$ cat src/rtl/ea_pkg.sv
package ea_pkg;

   localparam int MODE_W  = 4;
   localparam int CLASS_W = 2;

   typedef enum logic [MODE_W-1:0] {
      MD_ABS   = 4'd0,
      MD_IX    = 4'd1,
      MD_IXP   = 4'd2,
      MD_IXB   = 4'd3,
      MD_IXBP  = 4'd4,
      MD_IXW   = 4'd5,
      MD_SPB   = 4'd6,
      MD_SPW   = 4'd7
   } ea_mode_e;

   typedef enum logic [CLASS_W-1:0] {
      CL_GEN = 2'd0,
      CL_MOV = 2'd1,
      CL_CBR = 2'd2,
      CL_RSV = 2'd3
   } ea_class_e;

   typedef enum logic [1:0] {
      BS_ZERO = 2'd0,
      BS_HX   = 2'd1,
      BS_SP   = 2'd2
   } ea_base_e;

   typedef enum logic [1:0] {
      OF_NONE = 2'd0,
      OF_BYTE = 2'd1,
      OF_WORD = 2'd2
   } ea_off_e;

endpackage

$ cat src/rtl/ea_mode_chk.sv
module ea_mode_chk
   import ea_pkg::*;
#(
   parameter bit SP_MODES_EN = 1'b1
) (
   input  logic [MODE_W-1:0]  mode,
   input  logic [CLASS_W-1:0] cls,
   output logic               legal,
   output logic               is_post,
   output ea_base_e           base_sel,
   output ea_off_e            off_sel
);

   logic sp_ok;
   logic known;
   logic cls_ok;

   generate
      if (SP_MODES_EN) begin : g_sp_on
         assign sp_ok = 1'b1;
      end else begin : g_sp_off
         assign sp_ok = 1'b0;
      end
   endgenerate

   always_comb begin
      known    = 1'b1;
      is_post  = 1'b0;
      cls_ok   = 1'b1;
      base_sel = BS_ZERO;
      off_sel  = OF_NONE;
      case (mode)
         MD_ABS: begin
            off_sel = OF_WORD;
         end
         MD_IX: begin
            base_sel = BS_HX;
         end
         MD_IXP: begin
            base_sel = BS_HX;
            is_post  = 1'b1;
            cls_ok   = (cls == CL_MOV) || (cls == CL_CBR);
         end
         MD_IXB: begin
            base_sel = BS_HX;
            off_sel  = OF_BYTE;
         end
         MD_IXBP: begin
            base_sel = BS_HX;
            off_sel  = OF_BYTE;
            is_post  = 1'b1;
            cls_ok   = (cls == CL_CBR);
         end
         MD_IXW: begin
            base_sel = BS_HX;
            off_sel  = OF_WORD;
         end
         MD_SPB: begin
            base_sel = BS_SP;
            off_sel  = OF_BYTE;
            known    = sp_ok;
         end
         MD_SPW: begin
            base_sel = BS_SP;
            off_sel  = OF_WORD;
            known    = sp_ok;
         end
         default: begin
            known = 1'b0;
         end
      endcase
      legal = known && cls_ok;
   end


   always_comb begin
      post_class_chk : assert (!(legal && is_post && cls == CL_GEN))
         else $error("post-increment accepted for general class");
   end

endmodule

$ cat src/rtl/ea_addr_sum.sv
module ea_addr_sum
   import ea_pkg::*;
#(
   parameter int DW = 8,
   parameter int AW = 16
) (
   input  ea_base_e          base_sel,
   input  ea_off_e           off_sel,
   input  logic [DW-1:0]     b0,
   input  logic [DW-1:0]     b1,
   input  logic [AW-1:0]     hx,
   input  logic [AW-1:0]     sp,
   output logic [AW-1:0]     ea
);

   localparam int WORD_W = 2 * DW;

   logic [AW-1:0] base_v;
   logic [AW-1:0] off_v;
   logic [WORD_W-1:0] word_v;

   assign word_v = {b0, b1};

   always_comb begin
      case (base_sel)
         BS_HX:   base_v = hx;
         BS_SP:   base_v = sp;
         default: base_v = '0;
      endcase
   end

   always_comb begin
      case (off_sel)
         OF_BYTE: off_v = AW'(b0);
         OF_WORD: off_v = AW'(word_v);
         default: off_v = '0;
      endcase
   end

   assign ea = base_v + off_v;

endmodule

$ cat src/rtl/ea_postinc_trk.sv
module ea_postinc_trk #(
   parameter int AW = 16
) (
   input  logic          clk,
   input  logic          rst_n,
   input  logic          arm,
   input  logic [AW-1:0] hx,
   input  logic          fetch_done,
   output logic          wr_en,
   output logic [AW-1:0] wr_data
);

   logic          pend_q;
   logic [AW-1:0] hold_q;
   logic          fire;

   assign fire = pend_q && fetch_done;

   always_ff @(posedge clk) begin
      if (!rst_n) begin
         pend_q  <= 1'b0;
         hold_q  <= '0;
         wr_en   <= 1'b0;
         wr_data <= '0;
      end else begin
         wr_en <= fire;
         if (fire) begin
            wr_data <= hold_q;
         end
         if (arm) begin
            pend_q <= 1'b1;
            hold_q <= hx + AW'(1);
         end else if (fire) begin
            pend_q <= 1'b0;
         end
      end
   end


   wb_cause_chk : assert property (@(posedge clk) disable iff (!rst_n)
      wr_en |-> $past(fetch_done))
      else $error("write-back without fetch completion");


   wb_clear_chk : assert property (@(posedge clk) disable iff (!rst_n)
      (fire && !arm) |=> !pend_q)
      else $error("pending flag not cleared after write-back");

endmodule

$ cat src/rtl/idx_ea_gen.sv
module idx_ea_gen
   import ea_pkg::*;
#(
   parameter int DW          = 8,
   parameter int AW          = 16,
   parameter bit SP_MODES_EN = 1'b1
) (
   input  logic          clk,
   input  logic          rst_n,
   input  logic          req_vld,
   input  logic [3:0]    mode_code,
   input  logic [1:0]    ins_class,
   input  logic [DW-1:0] opnd_b0,
   input  logic [DW-1:0] opnd_b1,
   input  logic [AW-1:0] hx_in,
   input  logic [AW-1:0] sp_in,
   input  logic          fetch_done,
   output logic [AW-1:0] ea_out,
   output logic          ea_vld,
   output logic          illegal,
   output logic [AW-1:0] hx_wr_data,
   output logic          hx_wr_en
);

   initial begin
      aw_fit_chk : assert (AW == 2 * DW)
         else $error("address width must be twice the data width");
   end

   logic          legal;
   logic          is_post;
   ea_base_e      base_sel;
   ea_off_e       off_sel;
   logic [AW-1:0] ea_comb;
   logic          arm;

   ea_mode_chk #(
      .SP_MODES_EN (SP_MODES_EN)
   ) u_mode (
      .mode     (mode_code),
      .cls      (ins_class),
      .legal    (legal),
      .is_post  (is_post),
      .base_sel (base_sel),
      .off_sel  (off_sel)
   );

   ea_addr_sum #(
      .DW (DW),
      .AW (AW)
   ) u_sum (
      .base_sel (base_sel),
      .off_sel  (off_sel),
      .b0       (opnd_b0),
      .b1       (opnd_b1),
      .hx       (hx_in),
      .sp       (sp_in),
      .ea       (ea_comb)
   );

   assign arm = req_vld && legal && is_post;

   ea_postinc_trk #(
      .AW (AW)
   ) u_trk (
      .clk        (clk),
      .rst_n      (rst_n),
      .arm        (arm),
      .hx         (hx_in),
      .fetch_done (fetch_done),
      .wr_en      (hx_wr_en),
      .wr_data    (hx_wr_data)
   );

   always_ff @(posedge clk) begin
      if (!rst_n) begin
         ea_out  <= '0;
         ea_vld  <= 1'b0;
         illegal <= 1'b0;
      end else begin
         ea_vld  <= req_vld && legal;
         illegal <= req_vld && !legal;
         if (req_vld && legal) begin
            ea_out <= ea_comb;
         end
      end
   end


   vld_ill_excl_chk : assert property (@(posedge clk) disable iff (!rst_n)
      !(ea_vld && illegal))
      else $error("valid and illegal together");


   vld_cause_chk : assert property (@(posedge clk) disable iff (!rst_n)
      (ea_vld || illegal) |-> $past(req_vld))
      else $error("response without request");


   ix_addr_chk : assert property (@(posedge clk) disable iff (!rst_n)
      (ea_vld && $past(mode_code) == MD_IX) |-> ea_out == $past(hx_in))
      else $error("index-only address mismatch");


   bad_code_chk : assert property (@(posedge clk) disable iff (!rst_n)
      (req_vld && mode_code[3]) |=> (illegal && !ea_vld))
      else $error("unknown mode code not rejected");

endmodule

$ cat config.mk
export PLATFORM = sky130hd
export DESIGN_NAME = idx_ea_gen
export DESIGN_NICKNAME = d
export VERILOG_FILES = /design/src/rtl/ea_pkg.sv /design/src/rtl/ea_mode_chk.sv /design/src/rtl/ea_addr_sum.sv /design/src/rtl/ea_postinc_trk.sv /design/src/rtl/idx_ea_gen.sv
export SDC_FILE = /design/constraint.sdc
export NUM_CORES = 1
export LEC_CHECK = 0
export BUFFER_PORTS_ARGS = -buffer_cell sky130_fd_sc_hd__buf_2
export CAP_MARGIN = 20
export CORE_MARGIN = 3
export CORE_UTILIZATION = 53
export CTS_CLUSTER_DIAMETER = 80
export CTS_CLUSTER_SIZE = 14
export DETAILED_ROUTE_END_ITERATION = 6
export PLACE_DENSITY = 0.81
export SLEW_MARGIN = 10
export SYNTH_ARGS = -nofsm -noshare
export SYNTH_HDL_FRONTEND = slang
export SYNTH_SLANG_ARGS = --single-unit
$ cat constraint.sdc
create_clock -name clk -period 4 [get_ports clk]
set_clock_uncertainty 0.05 [all_clocks]
set_input_delay 0.6 -clock clk [delete_from_list [all_inputs] [get_ports clk]]
set_output_delay 0.6 -clock clk [all_outputs]
set_load 0.02 [all_outputs]
==> results of run 1 <==
-- through the flow --
step | utilization | hold WS, ns
global placement | 0.631 | 0.387
finish | 0.650 | 0.404
floorplan | - | 0.379
CTS | 0.650 | 0.408
detailed placement | 0.631 | 0.390
global route | 0.650 | 0.421
-- layer usage --
layer	vias to the layer above	global-route usage	wire, um
met4	0	0.0403	76
li1	1648	-	-
met3	12	0.0476	531
met5	-	0	0
met1	1492	0.298	3680
met2	101	0.428	4310
-- synth_stat cells (all sizes together) (5+ instances only) --
cell type	number	area share
buf	9	0.020
dfxtp	52	0.31
a21oi	49	0.073
ha	21	0.078
o21ai	15	0.022
a22oi	24	0.054
inv	13	0.015
clkbuf	17	0.019
nand4	5	0.0093
nand2	64	0.074
and2	10	0.019
xnor2	11	0.029
nor2	42	0.047
a211oi	11	0.038
xor2	15	0.039
nand3	10	0.015
-- power breakdown --
part           total (mW)  internal (mW)  switching (mW)  leakage (nW)
clock network       0.367          0.189           0.179        0.0548
logic               0.199         0.0786           0.120          1.22
registers           0.531          0.527         0.00443         0.420
total                1.10          0.794           0.303          1.70
-- worst min-delay path, stage by stage, from the launching register on --
cell,delay (ns)
dfxtp_1,0.32
nand2_1,0.05
a21oi_1,0.05
-- cell type report --
class	instances	area [sq um]
Clock buffer	5	68.8
Tap cell	75	93.8
Fill cell	554	2110
Clock inverter	3	46.3
Timing Repair Buffer	96	490
Sequential cell	52	1040
Multi-Input combinational cell	332	2130
Inverter	13	48.8
-- logic make-up after synthesis --
logic type      synth area share
flops                      0.311
xor+xnor                  0.0680
buf+inv                   0.0538
compound gates             0.256
fa+ha+maj                 0.0845
mux                      0.00299
simple gates               0.223
-- flip-flops by register name, indices dropped and copies added (netlist names) --
register,count
u_trk.wr_en,1
u_trk.wr_data,16
illegal,1
ea_out,16
u_trk.hold_q,16
ea_vld,1
u_trk.pend_q,1
-- worst min-delay path by stage --
stage	startpoint	to	depth (start not counted)
after floorplan	u_trk.hold_q[10]	u_trk.wr_data[10]	2
after global placement	ea_out[6]	ea_out[6]	2
after detailed placement	ea_out[7]	ea_out[7]	2
after CTS	u_trk.hold_q[13]	u_trk.wr_data[13]	2
after global routing	u_trk.hold_q[11]	u_trk.wr_data[11]	2
final	ea_out[0]	ea_out[0]	2
==> metrics.txt, run 1 <==
CP bufs+invs 1; worst setup path startpoint mode_code[1]; number of enable flip-flop cells after synthesis 0; gr usage total 0.239; routed wire length 8590 um; drt pass-1 iters 4; final instance area about 0.004 sq mm; n_diodes 0; CTS clk-pin slew, worst paths approximately 0.1 ns; Final ANT Viol Nets 0; total number of vias 3253; H-tree lvl count 2; hold crit path type flip-flop to flip-flop; WP data arrival between 3 and 4 ns; worst path required time 4.21 ns; final setup fails 0; port bufs 92; Final min period 3.62 ns; Die Y-Extent 85.5 um; Initial DRC Count 100; fin. max-slew vios 0; IO Pins 93; initial antenna violation count 0; Setup CP Type input pin to flip-flop; IR drop worst, VDD roughly 0.2 mV; Worst R2R Start u_trk.pend_q; flop-to-flop setup slack approximately 2.8 ns; startpoint types input pin; Avg Inst Size Synth just under 8 sq um; area delta synth->final 17.0%; placed cells 568; Max Cap Viol 0; Seq cells post-synth 52; Worst path depth 12; pre-CTS WS around 0.077 ns; Cell Area, Placed between 0.003 and 0.004 sq mm; largest net degree at the start of global routing 38; asr flop ratio synth 0; Crit-path slowest cell or3_2; Max FO, Critical Path 8; TritonCTS Buffers 5; Post-Syn Nets slightly above 500; vias in the first global route roughly 3000; FMAX approximately 280 MHz; die outline area ~0.0073 sq mm; layout cells sized above 1 0.248; Skew-Pair Late Insertion Delay a little over 0.3 ns; Leak 1.70 nW; vias per cell 5.65; first-pass GRT wire length about 14000 um; Die W between 80 and 90 um; Tot Pwr ~1.1 mW; R2R Path End u_trk.wr_data[9]; CTS tree built; warnings from Yosys 0; core area 0.00603 sq mm; Seq/Total Area, Yosys 0.311; worst-margin pin slew around 0.70 ns; fin crit share 0.905; synthesized instance count between 400 and 500; post_cts resized 0; non-filler instance count after layout 576; Post-CTS Setup Repair Bufs 0; worst r2r path cells 3; Starting Density 0.556; Setup crit end ea_out[14]; most frequent cells in the layout buf_2 (92), nand2_1 (63), dfxtp_1 (52); RSZ-0062 raised after global routing false; cts hold-fix bufs 0; final net count 580; Rows 28; mapped cell area 0.00335 sq mm; Remaining DRCs 0; Final Hold Viols 0; status completed; commonest non-fill, non-tap cell in the layout buf_2; crit path cell chain buf_2 -> or3_2 -> a21oi_1 -> ha_1 -> or2_2 -> fa_1 -> nor2b_1 -> o31ai_2 -> a211oi_1 -> o211ai_1 -> o311ai_1 -> a32o_1; post-synth cell types 55; Top FF cell, synth dfxtp_1; CP top delay family compound AO/OA/AOI/OAI gates; routed length per instance 14.9 um; Max-slew headroom 0.535; Final HPWL DP just under 7000 um; clock tree buffer depth 2; grt ovf 0; largest incremental delay on the critical path 0.50 ns; Final WS setup 0.381 ns; CP endpoint kind flip-flop; power per cell area between 200 and 300 mW/mm^2; Root Buffer clkbuf_8; setup TNS 0 ns; Clock Sinks 52; gp weighted congestion just under 1
(Power assumes the default switching activity.)
==> inputs of run 2 (changes only) <==
--- a/config.mk
+++ b/config.mk
@@ -7,12 +7,12 @@
 export LEC_CHECK = 0
 export BUFFER_PORTS_ARGS = -buffer_cell sky130_fd_sc_hd__buf_2
 export CAP_MARGIN = 20
-export CORE_MARGIN = 3
-export CORE_UTILIZATION = 53
+export CORE_MARGIN = 8
+export CORE_UTILIZATION = 50
 export CTS_CLUSTER_DIAMETER = 80
 export CTS_CLUSTER_SIZE = 14
 export DETAILED_ROUTE_END_ITERATION = 6
-export PLACE_DENSITY = 0.81
+export PLACE_DENSITY = 0.77
 export SLEW_MARGIN = 10
 export SYNTH_ARGS = -nofsm -noshare
 export SYNTH_HDL_FRONTEND = slang
==> metrics.txt, run 2 (synthesis results as in run 1) <==
Die Y-Extent 97.8 um (+14%); IO Pins 93 (unchanged); vias per cell 5.67 (+0.34%); Met3 Routed Length 668 um (+26%); Setup CP Type input pin to flip-flop; Final ANT Viol Nets 0 (unchanged); initial antenna violation count 0 (unchanged); power per cell area 269 mW/mm^2 (-3.8%); routed length per instance 15.7 um (+5.5%); Hold Crit Depth 2 (unchanged); hold crit path type flip-flop to flip-flop; routed wire length 9160 um (+6.6%); startpoint types input pin; Max Cap Viol 0 (unchanged); TritonCTS Buffers 5 (unchanged); Remaining DRCs 0 (unchanged); WP data arrival 3.87 ns (+0.04 ns); H-tree lvl count 2 (unchanged); Starting Density 0.504 (-0.0517); WL met2 4490 um (+4.2%); Clock Sinks 52 (unchanged); final net count 581 (+0.17%); gp weighted congestion 0.981 (+0.77%); Max FO, Critical Path 8 (unchanged); Leak 1.70 nW (-0.19%); CTS clk-pin slew, worst paths 0.11 ns (about the same); Initial DRC Count 174 (+74%); layout cells sized above 1 0.249 (+0.00150); Root Buffer clkbuf_8; drt pass-1 iters 5 (+1); n_diodes 0 (unchanged); RSZ-0062 raised after global routing false; CTS tree built; core area 0.00664 sq mm (+10%); port bufs 92 (unchanged); Max-slew headroom 0.518 (-0.0166); total number of vias 3298 (+1.4%); fin crit share 0.914 (+0.00935); clock tree buffer depth 2 (unchanged); IR drop worst, VDD 0.178 mV (-13%); Final Hold Viols 0 (unchanged); vias in the first global route 3362 (+12%); grt ovf 0 (unchanged); cts hold-fix bufs 0 (unchanged); met1 WL 3900 um (+6.2%); final setup fails 0 (unchanged); Post-CTS Setup Repair Bufs 0 (unchanged); post_cts resized 0 (unchanged); area delta synth->final 16.8%; Fillers 635 (+15%); Die W 97.8 um (+14%); Final HPWL DP 7340 um (+8.7%); hold path startpoint u_trk.hold_q[14]; worst-margin pin slew 0.723 ns (+0.0259 ns); worst path required time 4.21 ns (about the same); gr usage total 0.191 (-0.0477); FMAX 273 MHz (-1.0%); setup TNS 0 ns (unchanged); status completed; worst r2r path cells 3 (unchanged); first-pass GRT wire length 15400 um (+10%); Worst R2R Start u_trk.pend_q; Skew-Pair Late Insertion Delay 0.31 ns (about the same); Largest regs ea_out x16, u_trk.hold_q x16, u_trk.wr_data x16; commonest non-fill, non-tap cell in the layout buf_2; flop-to-flop setup slack 2.76 ns (about the same); largest net degree at the start of global routing 38 (unchanged); final instance area 0.00391 sq mm (-0.13%); highest metal used met4; Rows 30 (+7.1%); Cell Area, Placed 0.00381 sq mm (+0.36%); fin. max-slew vios 0 (unchanged); CP endpoint kind flip-flop; Final min period 3.66 ns (+0.0374 ns); Hold EP u_trk.wr_data[14]; most frequent cells in the layout buf_2 (92), nand2_1 (63), dfxtp_1 (52); die outline area 0.00957 sq mm (+31%); R2R Path End u_trk.wr_data[15]
run 2: changes by cell type in the layout (fill, tap and decap cells not counted), sizes merged:
cell    change
bufinv      -1
clkinv      +1
buf         +1
run 2: stage by stage:
stage	utilization	hold WS, ns	setup slack [ns]	std cells	total power, mW
final	0.589	0.403	0.343	582	1.05
after floorplan	-	0.379	0.275	423	0.669
after global routing	0.589	0.419	0.157	582	1.10
after detailed placement	0.574	0.393	0.0575	574	0.743
after CTS	0.589	0.405	0.372	582	1.06
after global placement	0.574	0.388	0.109	574	0.740
run 2: layer usage:
| layer | up-vias | track usage |
|---|---|---|
| met5 | - | 0 |
| met1 | 1511 | 0.228 |
| met3 | 14 | 0.0469 |
| met4 | 0 | 0.0480 |
| met2 | 124 | 0.332 |
| li1 | 1649 | - |
run 2: cell type report:
cell class,count,area (sq um),share of cell area
flip-flops and latches,52,1040,0.266
repair buffers,97,498,0.127
inverters,13,48.8,0.0125
clock buffers,5,68.8,0.0176
well taps,80,100,0.0256
multi-input cells,332,2130,0.544
clock inverters,3,27.5,0.00704
run 2: worst max-delay path, cell delays in order:
cell      delay, ns
buf_2          0.13
or3_2          0.49
a21oi_1        0.22
ha_1           0.36
or2_2          0.36
fa_1           0.46
nor2b_1        0.20
o31ai_2        0.13
a211oi_1       0.27
o211ai_1       0.18
o311ai_1       0.31
a32o_1         0.16
run 2: worst max-delay path by stage:
stage,slack (ns),from,end,depth (start not counted)
finish,0.34,mode_code[1],ea_out[14],12
floorplan,0.27,mode_code[1],ea_out[12],16
detailed placement,0.06,mode_code[1],ea_out[14],12
CTS,0.37,mode_code[1],ea_out[14],12
global placement,0.11,mode_code[1],ea_out[14],12
global route,0.16,mode_code[0],ea_out[14],12
run 2: power breakdown:
group / leakage [nW] / internal, mW / switching (mW)
Combinational: 1.23 / 0.0793 / 0.122
Sequential: 0.420 / 0.527 / 0.00441
Clock: 0.0463 / 0.129 / 0.193
==> inputs of run 3 (changes only) <==
--- a/config.mk
+++ b/config.mk
@@ -13,6 +13,7 @@
 export CTS_CLUSTER_SIZE = 14
 export DETAILED_ROUTE_END_ITERATION = 6
 export PLACE_DENSITY = 0.77
+export REMOVE_ABC_BUFFERS = 1
 export SLEW_MARGIN = 10
 export SYNTH_ARGS = -nofsm -noshare
 export SYNTH_HDL_FRONTEND = slang
==> metrics.txt, run 3 (synthesis results as in run 1) <==
hold crit path type flip-flop to flip-flop; Post-CTS Setup Repair Bufs 0 (unchanged); Max Cap Viol 0 (unchanged); Starting Density 0.504 (unchanged); setup TNS 0 ns (unchanged); routed wire length 8960 um (-2.2%); Root Buffer clkbuf_8; Clock Sinks 52 (unchanged); Crit-path slowest cell or3_2; FMAX 274 MHz (+0.32%); grt ovf 0 (unchanged); Tot Pwr 1.11 mW (+5.0%); gr usage total 0.184 (-0.00720); IR drop worst, VDD 0.122 mV (-32%); final setup fails 0 (unchanged); area delta synth->final 17.2%; WP data arrival 3.81 ns (-0.06 ns); Max FO, Critical Path 8 (unchanged); gp weighted congestion 0.947 (-3.5%); power per cell area 282 mW/mm^2 (+4.7%); Remaining DRCs 0 (unchanged); Setup CP Type input pin to flip-flop; Final min period 3.65 ns (-0.0117 ns); commonest non-fill, non-tap cell in the layout buf_2; port bufs 92 (unchanged); H-tree lvl count 2 (unchanged); placed cells 573 (-0.17%); drt pass-1 iters 4 (-1); Rows 30 (unchanged); most frequent cells in the layout buf_2 (92), nand2_1 (63), dfxtp_1 (52); core area 0.00664 sq mm (unchanged); worst-margin pin slew 0.705 ns (-0.0178 ns); CP bufs+invs 1 (unchanged); total number of vias 3241 (-1.7%); startpoint types input pin; CTS clk-pin slew, worst paths 0.10 ns (about the same); Fillers 602 (-5.2%); fin crit share 0.911 (-0.00293); IO Pins 93 (unchanged); register area 0.00104 sq mm (unchanged); status completed; final net count 580 (-0.17%); routed length per instance 15.4 um (-2.0%); RSZ-0062 raised after global routing false; largest net degree at the start of global routing 38 (unchanged); CP endpoint kind flip-flop; first-pass GRT wire length 14700 um (-4.7%); initial antenna violation count 0 (unchanged); Largest regs ea_out x16, u_trk.hold_q x16, u_trk.wr_data x16; vias per cell 5.58 (-1.6%); Leak 1.70 nW (+0.19%); Initial DRC Count 180 (+3.4%); TritonCTS Buffers 5 (unchanged); cts hold-fix bufs 0 (unchanged); Skew-Pair Late Insertion Delay 0.31 ns (about the same); crit path cell chain buf_2 -> or3_2 -> a21oi_1 -> ha_1 -> or2_2 -> fa_1 -> nor2b_1 -> o31ai_2 -> a31oi_1 -> o22ai_1 -> xnor2_1 -> a32o_1; Max-slew headroom 0.529 (+0.0112); post_cts resized 0 (unchanged); Cell Area, Placed 0.00381 sq mm (-0.20%); n_diodes 0 (unchanged); Final Util 0.590 (+0.00169); Final Hold Viols 0 (unchanged); clock tree buffer depth 2 (unchanged); largest incremental delay on the critical path 0.48 ns (about the same); multi-input logic area 0.00213 sq mm (unchanged); Final ANT Viol Nets 0 (unchanged); die outline area 0.00957 sq mm (unchanged); non-filler instance count after layout 581 (-0.17%); layout cells sized above 1 0.248 (-0.00150); final instance area 0.00392 sq mm (+0.29%); CTS tree built; Die W 97.8 um (unchanged); CP top delay family simple AND/OR/NAND/NOR gates; vias in the first global route 3101 (-7.8%); Die Y-Extent 97.8 um (unchanged); fin. max-slew vios 0 (unchanged); worst path required time 4.16 ns (-0.05 ns); Final HPWL DP 7050 um (-3.9%)
[run 3: path summary, 6_finish.rpt]
kind | from | end | slack [ns] | cells past startpoint
min | ea_out[3] | ea_out[3] | 0.40 | 2
min reg2reg | ea_out[3] | ea_out[3] | 0.40 | 2
max | mode_code[1] | ea_out[12] | 0.35 | 12
max reg2reg | u_trk.pend_q | u_trk.wr_data[13] | 2.76 | 3
[run 3: worst reg2reg max path, cell delays in order, from the launching register on]
cell     delay (ns)
dfxtp_1        0.36
and2_1         0.49
nand2_1        0.12
a21oi_1        0.14
[run 3: where the power goes]
group	switching, mW	internal, mW
sequential	0.00420	0.527
combinational	0.120	0.0788
clock	0.188	0.189
[run 3: layout make-up]
cell class / count / area share
clock buffers: 5 / 0.0175
clock inverters: 3 / 0.0118
inverters: 13 / 0.0124
multi-input cells: 332 / 0.542
flip-flops and latches: 52 / 0.265
well taps: 80 / 0.0255
repair buffers: 96 / 0.125
[run 3: routing by layer]
| layer | vias up | GRT usage | share of wire |
|---|---|---|---|
| met3 | 17 | 0.0455 | 0.058 |
| met2 | 101 | 0.320 | 0.49 |
| met4 | 0 | 0.0600 | 0.020 |
| li1 | 1646 | - | - |
| met1 | 1477 | 0.214 | 0.44 |
| met5 | - | 0 | 0 |
[run 3: through the flow]
stage / setup slack (ns) / hold slack (ns)
after floorplan: 0.403 / 0.379
after global placement: 0.155 / 0.388
after detailed placement: 0.0681 / 0.390
after CTS: 0.400 / 0.405
after global routing: 0.243 / 0.422
final: 0.355 / 0.403
